[src/rtl/twr_pkg.sv]
package twr_pkg;

    typedef enum logic [1:0] {
        REC_DATA = 2'd0,
        REC_MARK = 2'd1,
        REC_EOM  = 2'd2,
        REC_BACK = 2'd3
    } rec_kind_e;

    typedef enum logic [1:0] {
        ST_IDLE,
        ST_COMMIT,
        ST_GAP
    } wr_state_e;

    localparam int CMD_REV   = 0;
    localparam int CMD_BIN   = 1;
    localparam int CMD_ERASE = 2;
    localparam logic [11:0] MARK_MASK = 12'o1670;
    localparam logic [11:0] MARK_CODE = 12'o0050;
    localparam logic [5:0]  MARK_CHAR = 6'o17;

    // internal character code to BCD
    function automatic logic [5:0] to_bcd(input logic [5:0] c);
        logic [5:0] r;
        r = c;
        if (c == 6'o00)
            r = 6'o12;
        else if (c[5:4] == 2'b01)
            r = {2'b11, c[3:0]};
        else if (c[5:4] == 2'b11)
            r = {2'b01, c[3:0]};
        return r;
    endfunction

endpackage

[src/rtl/twr_char_buf.sv]
module twr_char_buf #(
    parameter int DEPTH = 256,
    parameter int AW    = 8,
    parameter int LEN_W = 9
) (
    input  logic             clk,
    input  logic             rst_n,
    input  logic             wr_en_i,
    input  logic [5:0]       wr_data_i,
    input  logic             clr_i,
    input  logic [AW-1:0]    rd_addr_i,
    output logic [LEN_W-1:0] len_o,
    output logic [5:0]       first_o,
    output logic [5:0]       rd_data_o
);
    localparam logic [LEN_W-1:0] FULL = LEN_W'(DEPTH);

    typedef struct packed {
        logic [LEN_W-1:0] len;
        logic [5:0]       first;
    } buf_st_t;

    buf_st_t q, d;
    logic [5:0] mem_q [DEPTH];
    logic       store;

    assign store = wr_en_i && !clr_i && (q.len < FULL);

    always_comb begin
        d = q;
        if (clr_i) begin
            d.len = '0;
        end else if (store) begin
            d.len = q.len + LEN_W'(1);
            if (q.len == '0)
                d.first = wr_data_i;
        end
    end

    always_ff @(posedge clk or negedge rst_n) begin
        if (!rst_n)
            q <= '0;
        else
            q <= d;
    end

    always_ff @(posedge clk) begin
        if (store)
            mem_q[q.len[AW-1:0]] <= wr_data_i;
    end

    assign len_o     = q.len;
    assign first_o   = q.first;
    assign rd_data_o = mem_q[rd_addr_i];
endmodule

[src/rtl/twr_gap_timer.sv]
module twr_gap_timer #(
    parameter int CYCLES = 16,
    parameter int CW     = 4
) (
    input  logic clk,
    input  logic rst_n,
    input  logic start_i,
    input  logic cancel_i,
    output logic busy_o,
    output logic done_o
);
    typedef struct packed {
        logic          busy;
        logic [CW-1:0] cnt;
    } gap_st_t;

    gap_st_t q, d;

    assign done_o = q.busy && (q.cnt == '0);

    always_comb begin
        d = q;
        if (cancel_i) begin
            d.busy = 1'b0;
        end else if (start_i) begin
            d.busy = 1'b1;
            d.cnt  = CW'(CYCLES - 1);
        end else if (q.busy) begin
            if (q.cnt == '0)
                d.busy = 1'b0;
            else
                d.cnt = q.cnt - CW'(1);
        end
    end

    always_ff @(posedge clk or negedge rst_n) begin
        if (!rst_n)
            q <= '0;
        else
            q <= d;
    end

    assign busy_o = q.busy;
endmodule

[src/rtl/tape_wr_assembler.sv]
module tape_wr_assembler
    import twr_pkg::*;
#(
    parameter int DEPTH      = 256,
    parameter int GAP_CYCLES = 16,
    localparam int AW    = (DEPTH > 1) ? $clog2(DEPTH) : 1,
    localparam int LEN_W = $clog2(DEPTH + 1),
    localparam int GW    = (GAP_CYCLES > 1) ? $clog2(GAP_CYCLES) : 1
) (
    input  logic             clk,
    input  logic             rst_n,
    input  logic             conn_i,
    input  logic [11:0]      cmd_i,
    input  logic             chr_valid_i,
    input  logic [5:0]       chr_i,
    input  logic             eor_i,
    input  logic             disc_i,
    input  logic             disc_out_i,
    input  logic             attached_i,
    input  logic             wlock_i,
    input  logic             past_eot_i,
    output logic             commit_valid_o,
    input  logic             commit_ready_i,
    output logic [1:0]       commit_type_o,
    output logic [LEN_W-1:0] commit_len_o,
    input  logic [AW-1:0]    rd_addr_i,
    output logic [5:0]       rd_data_o,
    output logic             eor_pulse_o,
    output logic             err_pulse_o,
    output logic             disc_pulse_o,
    output logic             gap_o,
    output logic             bot_o,
    output logic             eot_o
);
    typedef struct packed {
        wr_state_e state;
        rec_kind_e kind;
        logic      gap_after;
        logic      eot_pre;
        logic      rev;
        logic      bin;
        logic      erase;
        logic      mark_sel;
        logic      bot;
        logic      eot;
        logic      eor_p;
        logic      err_p;
        logic      disc_p;
    } ctl_st_t;

    ctl_st_t q, d;

    logic             buf_wr, buf_clr, gap_start, gap_cancel, gap_done;
    logic             do_commit, with_gap, mark_hit;
    logic [LEN_W-1:0] buf_len;
    logic [5:0]       buf_first, wr_code;
    logic             unused_cmd;

    assign unused_cmd = ^{cmd_i[11:10], cmd_i[6]};
    assign wr_code    = q.bin ? chr_i : to_bcd(chr_i);
    assign mark_hit   = q.mark_sel && (buf_len == LEN_W'(1)) && (buf_first == MARK_CHAR);

    twr_char_buf #(.DEPTH(DEPTH), .AW(AW), .LEN_W(LEN_W)) i_buf (
        .clk       (clk),
        .rst_n     (rst_n),
        .wr_en_i   (buf_wr),
        .wr_data_i (wr_code),
        .clr_i     (buf_clr),
        .rd_addr_i (rd_addr_i),
        .len_o     (buf_len),
        .first_o   (buf_first),
        .rd_data_o (rd_data_o)
    );

    twr_gap_timer #(.CYCLES(GAP_CYCLES), .CW(GW)) i_gap (
        .clk      (clk),
        .rst_n    (rst_n),
        .start_i  (gap_start),
        .cancel_i (gap_cancel),
        .busy_o   (gap_o),
        .done_o   (gap_done)
    );

    always_comb begin
        d          = q;
        d.eor_p    = 1'b0;
        d.err_p    = 1'b0;
        d.disc_p   = 1'b0;
        buf_wr     = 1'b0;
        buf_clr    = 1'b0;
        gap_start  = 1'b0;
        gap_cancel = 1'b0;
        do_commit  = 1'b0;
        with_gap   = 1'b0;

        case (q.state)
            ST_IDLE: begin
                if (conn_i) begin
                    d.rev      = cmd_i[CMD_REV];
                    d.bin      = cmd_i[CMD_BIN];
                    d.erase    = cmd_i[CMD_ERASE];
                    d.mark_sel = ((cmd_i & MARK_MASK) == MARK_CODE) && !cmd_i[CMD_ERASE];
                    d.eot      = 1'b0;
                    buf_clr    = 1'b1;
                end else if (eor_i) begin
                    d.eor_p   = 1'b1;
                    do_commit = 1'b1;
                    with_gap  = 1'b1;
                end else if (disc_i && disc_out_i) begin
                    do_commit = 1'b1;
                end else if (chr_valid_i) begin
                    buf_wr = 1'b1;
                    d.bot  = 1'b0;
                end
            end
            ST_COMMIT: begin
                if (commit_ready_i) begin
                    if (q.kind == REC_BACK) begin
                        d.kind = REC_EOM;
                    end else begin
                        buf_clr = 1'b1;
                        if ((q.kind == REC_DATA || q.kind == REC_MARK) &&
                            !q.eot_pre && past_eot_i)
                            d.eot = 1'b1;
                        if (q.gap_after) begin
                            gap_start = 1'b1;
                            d.state   = ST_GAP;
                        end else begin
                            d.state = ST_IDLE;
                        end
                    end
                end
            end
            ST_GAP: begin
                if (conn_i) begin
                    gap_cancel = 1'b1;
                    d.state    = ST_IDLE;
                    d.rev      = cmd_i[CMD_REV];
                    d.bin      = cmd_i[CMD_BIN];
                    d.erase    = cmd_i[CMD_ERASE];
                    d.mark_sel = ((cmd_i & MARK_MASK) == MARK_CODE) && !cmd_i[CMD_ERASE];
                    d.eot      = 1'b0;
                    buf_clr    = 1'b1;
                end else if (gap_done) begin
                    d.disc_p = 1'b1;
                    d.state  = ST_IDLE;
                end
            end
            default: d.state = ST_IDLE;
        endcase

        if (do_commit) begin
            if (buf_len == '0) begin
                if (with_gap) begin
                    gap_start = 1'b1;
                    d.state   = ST_GAP;
                end
            end else if (!attached_i || wlock_i) begin
                d.err_p  = 1'b1;
                d.eor_p  = 1'b1;
                d.disc_p = 1'b1;
                buf_clr  = 1'b1;
            end else begin
                d.state     = ST_COMMIT;
                d.gap_after = with_gap;
                d.eot_pre   = past_eot_i;
                if (q.erase)
                    d.kind = q.rev ? REC_BACK : REC_EOM;
                else
                    d.kind = mark_hit ? REC_MARK : REC_DATA;
            end
        end
    end

    always_ff @(posedge clk or negedge rst_n) begin
        if (!rst_n) begin
            q       <= '0;
            q.state <= ST_IDLE;
            q.kind  <= REC_DATA;
            q.bot   <= 1'b1;
        end else begin
            q <= d;
        end
    end

    assign commit_valid_o = (q.state == ST_COMMIT);
    assign commit_type_o  = q.kind;
    assign commit_len_o   = buf_len;
    assign eor_pulse_o    = q.eor_p;
    assign err_pulse_o    = q.err_p;
    assign disc_pulse_o   = q.disc_p;
    assign bot_o          = q.bot;
    assign eot_o          = q.eot;
endmodule

[config.mk]
export PLATFORM = sky130hd
export DESIGN_NAME = tape_wr_assembler
export DESIGN_NICKNAME = d
export VERILOG_FILES = /design/src/rtl/twr_pkg.sv /design/src/rtl/twr_char_buf.sv /design/src/rtl/twr_gap_timer.sv /design/src/rtl/tape_wr_assembler.sv
export SDC_FILE = /design/constraint.sdc
export NUM_CORES = 1
export LEC_CHECK = 0
export BUFFER_PORTS_ARGS = -buffer_cell sky130_fd_sc_hd__buf_2
export CORE_MARGIN = 2
export CORE_UTILIZATION = 60
export CTS_CLUSTER_SIZE = 20
export DETAILED_ROUTE_END_ITERATION = 10
export HOLD_SLACK_MARGIN = 0.03
export PLACE_DENSITY = 0.76
export SLEW_MARGIN = 25
export SYNTH_ARGS = -nofsm -noshare
export SYNTH_HDL_FRONTEND = slang
export SYNTH_SLANG_ARGS = --single-unit
[constraint.sdc]
create_clock -name clk -period 10.9 [get_ports clk]
set_clock_uncertainty 0.2 [all_clocks]
set_input_delay 0.545 -clock clk [delete_from_list [all_inputs] [get_ports clk]]
set_output_delay 0.545 -clock clk [all_outputs]
set_load 0.01 [all_outputs]
==> flow_summary_export.csv, run 1 <==
group,metric,value,unit
cts,clk_latency,0.76,ns
cts,clk_path_buf_depth,3,
worst_setup_path,crit_type,"primary input to output pin",
timing,relSlewSlack,0.278,
synthesis,synth_top_family_by_area,"multiplexers",
synthesis,seq_area_frac_synth,0.764,
synthesis,synth_fa_ha_area_frac,0.00122,
global_routing,grt_first_pass_wirelength,211000,um
detailed_routing,vias,31300,
synthesis,syn-num-nets,3124,
min_path,hold_path.class,"primary input to register",
detailed_routing,remaining_drc_errors,0,
synthesis,syn_area,61500,sq um
global_routing,antenna_found_initial,5,
timing,worstMarginPinSlew,1.08,ns
worst_setup_path,cp-end-kind,"output pin",
detailed_routing,firstDrtPassIters,5,
synthesis,yosysUniqueCellTypes,61,
cts,cts-buffers-inserted,152,
cts,postCtsResizedCells,0,
status,status,"finished, final reports clean",
synthesis,ys.flop_type,"edfxtp_1",
cts,cts_tree,"built",
synthesis,ys_ff_latch,1571,
cts,ctsHtreeMaxLevel,4,
power_and_ir_drop,powerDensity,184,nW/um^2
detailed_routing,drtIter0Drc,4297,
timing,slew_viol_final,0,
synthesis,avgSynthCellArea,20.0,sq um
worst_setup_path,crit_required,10.16,ns
synthesis,synth_edf_count,1536,
timing,setup_tns,0,ns
floorplan,dieArea,105000,sq um
detailed_routing,antenna_left,0,
timing,min_period,5.57,ns
global_routing,grt_max_degree,258,
global_routing,grt_usage,0.281,
worst_setup_path,cp_max_fo,70,
synthesis,async_flop_share,0.0223,
synthesis,synth_top_area_cell,"edfxtp_1",
floorplan,core,102000,sq um
floorplan,rows,117,
synthesis,synth.top_cell.area_share,0.750,
synthesis,synth_cells,3081,
timing,finalHoldViolCount,0,
finish,regArea,47000,sq um
floorplan,chipWidth,324,um
synthesis,synth.area.mux_share,0.148,
global_routing,grt_overflow,0,
floorplan,ios,61,
cts,clkTransAtPathRegs,0.06,ns
floorplan,start_util,0.604,
timing,post-route-period-util,0.511,
cts,cts-root-buf,"clkbuf_16",
detailed_routing,wl_per_cell,30.9,um
finish,drive_gt1_frac,0.206,
placed_design,place.gp.congestion,0.859,
synthesis,synth.area.top_cells,"edfxtp_1, mux4_2, mux2i_1",
worst_setup_path,worstSetupStartpointType,"primary input",
timing,fmax,0.179,GHz
placed_design,io_buffers,57,
cts,postCtsSetupRepairBufs,0,
run,drv_cap,0,
finish,nets,3221,
floorplan,fp.dieH,324,um
timing,setup-violations-final,0,
finish,fillCellCount,6238,
synthesis,yosysWarnings,0,
synthesis,synth_xor_area_frac,0,
timing,rsz0062_at_grt,"no",
cts,postCtsHoldBufs,12,
detailed_routing,drt_wl_total,144000,um
placed_design,place_hpwl,82600,um
synthesis,synth-simple-area-share,0.0348,
finish,syn_to_final_growth,10.8,%
synthesis,synth_compound_area_frac,0.0361,
detailed_routing,viasPerCell,6.71,
cts,cts.sinks,1571,
global_routing,grt_pass1_vias,31900,
power_and_ir_drop,p_leak,0.0216,uW
worst_setup_path,cp.arrival,4.83,ns
timing,holdWs,0.100,ns
finish,multi_input_area,13600,sq um
power_and_ir_drop,ir_drop,245,uV
[per-layer routing]
layer	share of wire	track usage
met1	0.36	0.381
met2	0.49	0.449
met4	0.036	0.107
met3	0.11	0.0683
met5	0.00022	0
[per-stage QoR]
step / instances / total power [uW] / utilization / worst slack (ns) / area, sq um
2_1_floorplan: 3081 / 7270 / - / 1.30 / 61500
3_3_place_gp: 4377 / 7440 / 0.620 / 5.34 / 63100
3_5_place_dp: 4377 / 7470 / 0.620 / 5.32 / 63100
4_1_cts: 4663 / 12500 / 0.669 / 5.32 / 68100
5_1_grt: 4666 / 12800 / 0.670 / 5.09 / 68200
6_report: 4668 / 12500 / 0.670 / 5.33 / 68200
[cell usage after synthesis (all sizes together), types with 32 or more instances]
cell	instances
clkbuf	73
a21oi	32
edfxtp	1536
a22oi	45
nor2	300
buf	101
dfrtp	34
mux4	328
nand3	34
o21ai	74
mux2i	154
a221oi	51
nand2	91
[cell usage in the layout (no fill, tap or decap), types with 32 or more instances in the layout]
cell type and n:
a221oi_1 51, nor2_1 298, dfrtp_1 34, nand3_1 32, buf_4 36, mux4_2 328, nand2_1 87, clkbuf_1 32
buf_2 52, o21ai_0 66, edfxtp_1 1536, a21oi_1 32, a22oi_1 44, clkbuf_16 157, mux2i_1 154
[worst max-delay path, cell delays in order]
cell,delay (ns)
buf_8,0.57
buf_4,0.70
buf_12,0.47
mux4_2,0.57
a21oi_1,0.16
nand2_1,0.12
nand3_1,0.09
nor4bb_1,0.52
nor4_1,0.21
a2111o_1,0.48
buf_2,0.18
[kinds of logic (layout without fill, tap and decap cells)]
| group | after synthesis | after routing |
|---|---|---|
| buffers and inverters | 189 | 406 |
| other | 0 | 2 |
| AOI/OAI and AO/OA | 317 | 317 |
| adders and majority gates | 6 | 6 |
| muxes | 495 | 495 |
| and+or+nand+nor | 503 | 503 |
| DFF | 1571 | 1571 |
[final cells by class]
class	count	share of cell area
clock buffer	193	0.0602
timing repair buffer	117	0.0139
sequential	1571	0.690
clock inverter	81	0.0113
antenna	2	0.0000734
multi-input combinational	1321	0.199
inverter	15	0.000826
tap	1368	0.0251
[power by group]
part,leakage (uW),internal (uW),switching (uW),total (uW)
clock network,0.00239,2970,2190,5160
registers,0.0142,6690,24.6,6710
logic,0.00492,226,421,647
[flip-flops by register name, summed over array words and instances, names as in the netlist]
register       flops
i_buf.len_o        9
bot_o              1
disc_pulse_o       1
err_pulse_o        1
i_buf.mem_q     1536
eor_pulse_o        1
q                  8
i_gap.busy_o       1
i_gap.q            4
eot_o              1
i_buf.first_o      6
commit_type_o      2
[final timing paths]
check | start | to | slack (ns) | depth (start not counted)
setup / recovery | rd_addr_i[0] | rd_data_o[4] | 5.33 | 11
hold / removal | wlock_i | commit_type_o[0] | 0.10 | 4
setup reg to reg | q[14] | i_buf.mem_q[181][3] | 6.58 | 6
hold reg to reg | bot_o | bot_o | 0.30 | 1
max in group asynchronous | rst_n | i_buf.len_o[6] | 9.76 | 2
min in group asynchronous | rst_n | q[7] | 0.24 | 2
Note: power is estimated with default switching activity, not from simulation.
==> run 2: changes to the inputs <==
==> constraint.sdc (replaced) <==
create_clock -name clk -period 5.2 [get_ports clk]
set_clock_uncertainty 0.2 [all_clocks]
set_input_delay 0.26 -clock clk [delete_from_list [all_inputs] [get_ports clk]]
set_output_delay 0.26 -clock clk [all_outputs]
set_load 0.01 [all_outputs]
==> run 2 against run 1 <==
  * Combinational power rose by 120%
  * Design area rose by 0.80%
  * Critical path depth fell by 2
  * Die area did not move
  * Utilization rose by 0.53 points
  * Flip-flop and latch count did not move
  * Hold slack got worse by 0.0065 ns
  * First-iteration DRC count fell by 1.8%
  * Register-to-register slack got worse by 5.2 ns
  * Cell count rose by 1.5%
  * Clock power rose by 110%
  * Wire length rose by 2.0%
  * Critical path type unchanged
==> flow_summary_export.csv, run 2 (synthesis results as in run 1) <==
group,metric,value,unit
status,status,"finished, final reports clean",
power_and_ir_drop,ir_drop,364,uV
worst_setup_path,worstSetupStartpoint,"rd_addr_i[0]",
detailed_routing,vias,32100,
finish,final_common_cell,"edfxtp_1",
cts,cts-buffers-inserted,149,
worst_setup_path,crit_end,"rd_data_o[3]",
finish,finalNonFillerCells,4737,
detailed_routing,remaining_drc_errors,0,
global_routing,grt_first_pass_wirelength,216000,um
floorplan,chipWidth,324,um
finish,nets,3292,
worst_setup_path,r2r_start,"q[14]",
global_routing,grt_usage,0.287,
global_routing,antenna_found_initial,6,
detailed_routing,drt_wl_total,147000,um
timing,setup_tns,0,ns
cts,clk_latency,0.74,ns
timing,post-route-period-util,0.851,
cts,postCtsResizedCells,0,
finish,final_cell_mix,"edfxtp_1, mux4_2, nor2_1, mux2i_1, clkbuf_16",
detailed_routing,viasPerCell,6.77,
min_path,hold_path.class,"primary input to register",
floorplan,fp.dieH,324,um
detailed_routing,drtIter0Drc,4219,
placed_design,place_hpwl,87600,um
global_routing,grt_pass1_vias,32600,
finish,largest_reg_flops,1536,
cts,clk_path_buf_depth,3,
floorplan,ios,61,
global_routing,grt_overflow,0,
floorplan,rows,117,
cts,cts.sinks,1571,
cts,clkTransAtPathRegs,0.06,ns
timing,slew_viol_final,0,
timing,setup-violations-final,0,
detailed_routing,antenna_left,0,
cts,cts_tree,"built",
global_routing,grt_max_degree,157,
timing,finalHoldViolCount,0,
power_and_ir_drop,powerDensity,383,nW/um^2
floorplan,core,102000,sq um
worst_setup_path,r2r_cells,5,
timing,rsz0062_at_grt,"no",
finish,design_area,68700,sq um
worst_setup_path,cp_max_fo,72,
worst_setup_path,crit_type,"primary input to output pin",
power_and_ir_drop,p_leak,0.0219,uW
placed_design,io_buffers,57,
cts,ctsHtreeMaxLevel,4,
worst_setup_path,r2r_end,"i_buf.mem_q[116][3]",
worst_setup_path,cp.arrival,3.96,ns
timing,worstMarginPinSlew,1.17,ns
cts,cts-root-buf,"clkbuf_16",
finish,syn_to_final_growth,11.7,%
floorplan,start_util,0.604,
detailed_routing,firstDrtPassIters,6,
worst_setup_path,cp-end-kind,"output pin",
worst_setup_path,worstSetupStartpointType,"primary input",
timing,min_period,4.42,ns
placed_design,postPlaceCellArea,63500,sq um
timing,fmax,0.226,GHz
finish,post-route-util,0.675,
worst_setup_path,crit_required,4.74,ns
timing,relSlewSlack,0.216,
placed_design,dpl.cell_count,4437,
worst_setup_path,r2r_setup_slack,1.41,ns
detailed_routing,wl_per_cell,31.0,um
placed_design,place.gp.congestion,0.850,
floorplan,dieArea,105000,sq um
finish,drive_gt1_frac,0.217,
cts,postCtsSetupRepairBufs,0,
run,drv_cap,0,
run 2: through the flow:
step	power (uW)	setup WS (ns)	hold slack, ns
4_1_cts	26400	0.790	0.0305
3_5_place_dp	15700	0.877	0.176
3_3_place_gp	15600	0.922	0.162
6_report	26300	0.776	0.0940
2_1_floorplan	15200	-0.644	-0.236
5_1_grt	26900	0.676	0.0602
run 2: repair_timing:
item,CTS,global route
endpoints found under the setup margin,0,0
hold buffers,29,0
endpoints found under the hold margin,277,0
run 2: area by class of cell:
| cell class | instances | area (sq um) |
|---|---|---|
| timing repair buffer | 191 | 1520 |
| fill | 6102 | 33000 |
| clock buffer | 190 | 4010 |
| tap | 1368 | 1710 |
| inverter | 15 | 56.3 |
| sequential | 1571 | 47000 |
| multi-input combinational | 1321 | 13600 |
| antenna | 4 | 10.0 |
| clock inverter | 77 | 846 |
run 2: worst min-delay path by stage:
stage / to / startpoint / depth (start not counted) / slack, ns
6_report: i_buf.mem_q[232][1] / chr_i[3] / 2 / 0.09
5_1_grt: i_buf.mem_q[232][1] / chr_i[3] / 2 / 0.06
4_1_cts: i_buf.mem_q[235][2] / chr_i[2] / 1 / 0.03
3_5_place_dp: q[9] / rst_n / 1 / 0.18
3_3_place_gp: err_pulse_o / rst_n / 1 / 0.16
2_1_floorplan: commit_type_o[0] / rst_n / 0 / -0.24
run 2: metal layers:
layer  vias up  routed length (um)  global-route usage
met2      2119               70400               0.446
li1      13000                   -                   -
met4         2                5570               0.107
met5         -                  13                   0
met3       335               17500              0.0739
met1     16600               53300               0.397
run 2: worst max-delay path, stage by stage:
cell and delay [ns]:
buf_8 0.64, buf_4 0.45, and2_1 0.51, nor2b_1 0.50
a211oi_1 0.17, a31oi_1 0.29, nor3_1 0.17, o2111ai_1 0.63
buf_2 0.25
run 2: power by group:
group / leakage (uW) / internal (uW) / total, uW / switching, uW
Sequential: 0.0142 / 14000 / 14100 / 50.8
Clock: 0.00236 / 6260 / 10800 / 4580
Combinational: 0.00526 / 505 / 1410 / 903
Total: 0.0219 / 20800 / 26300 / 5530
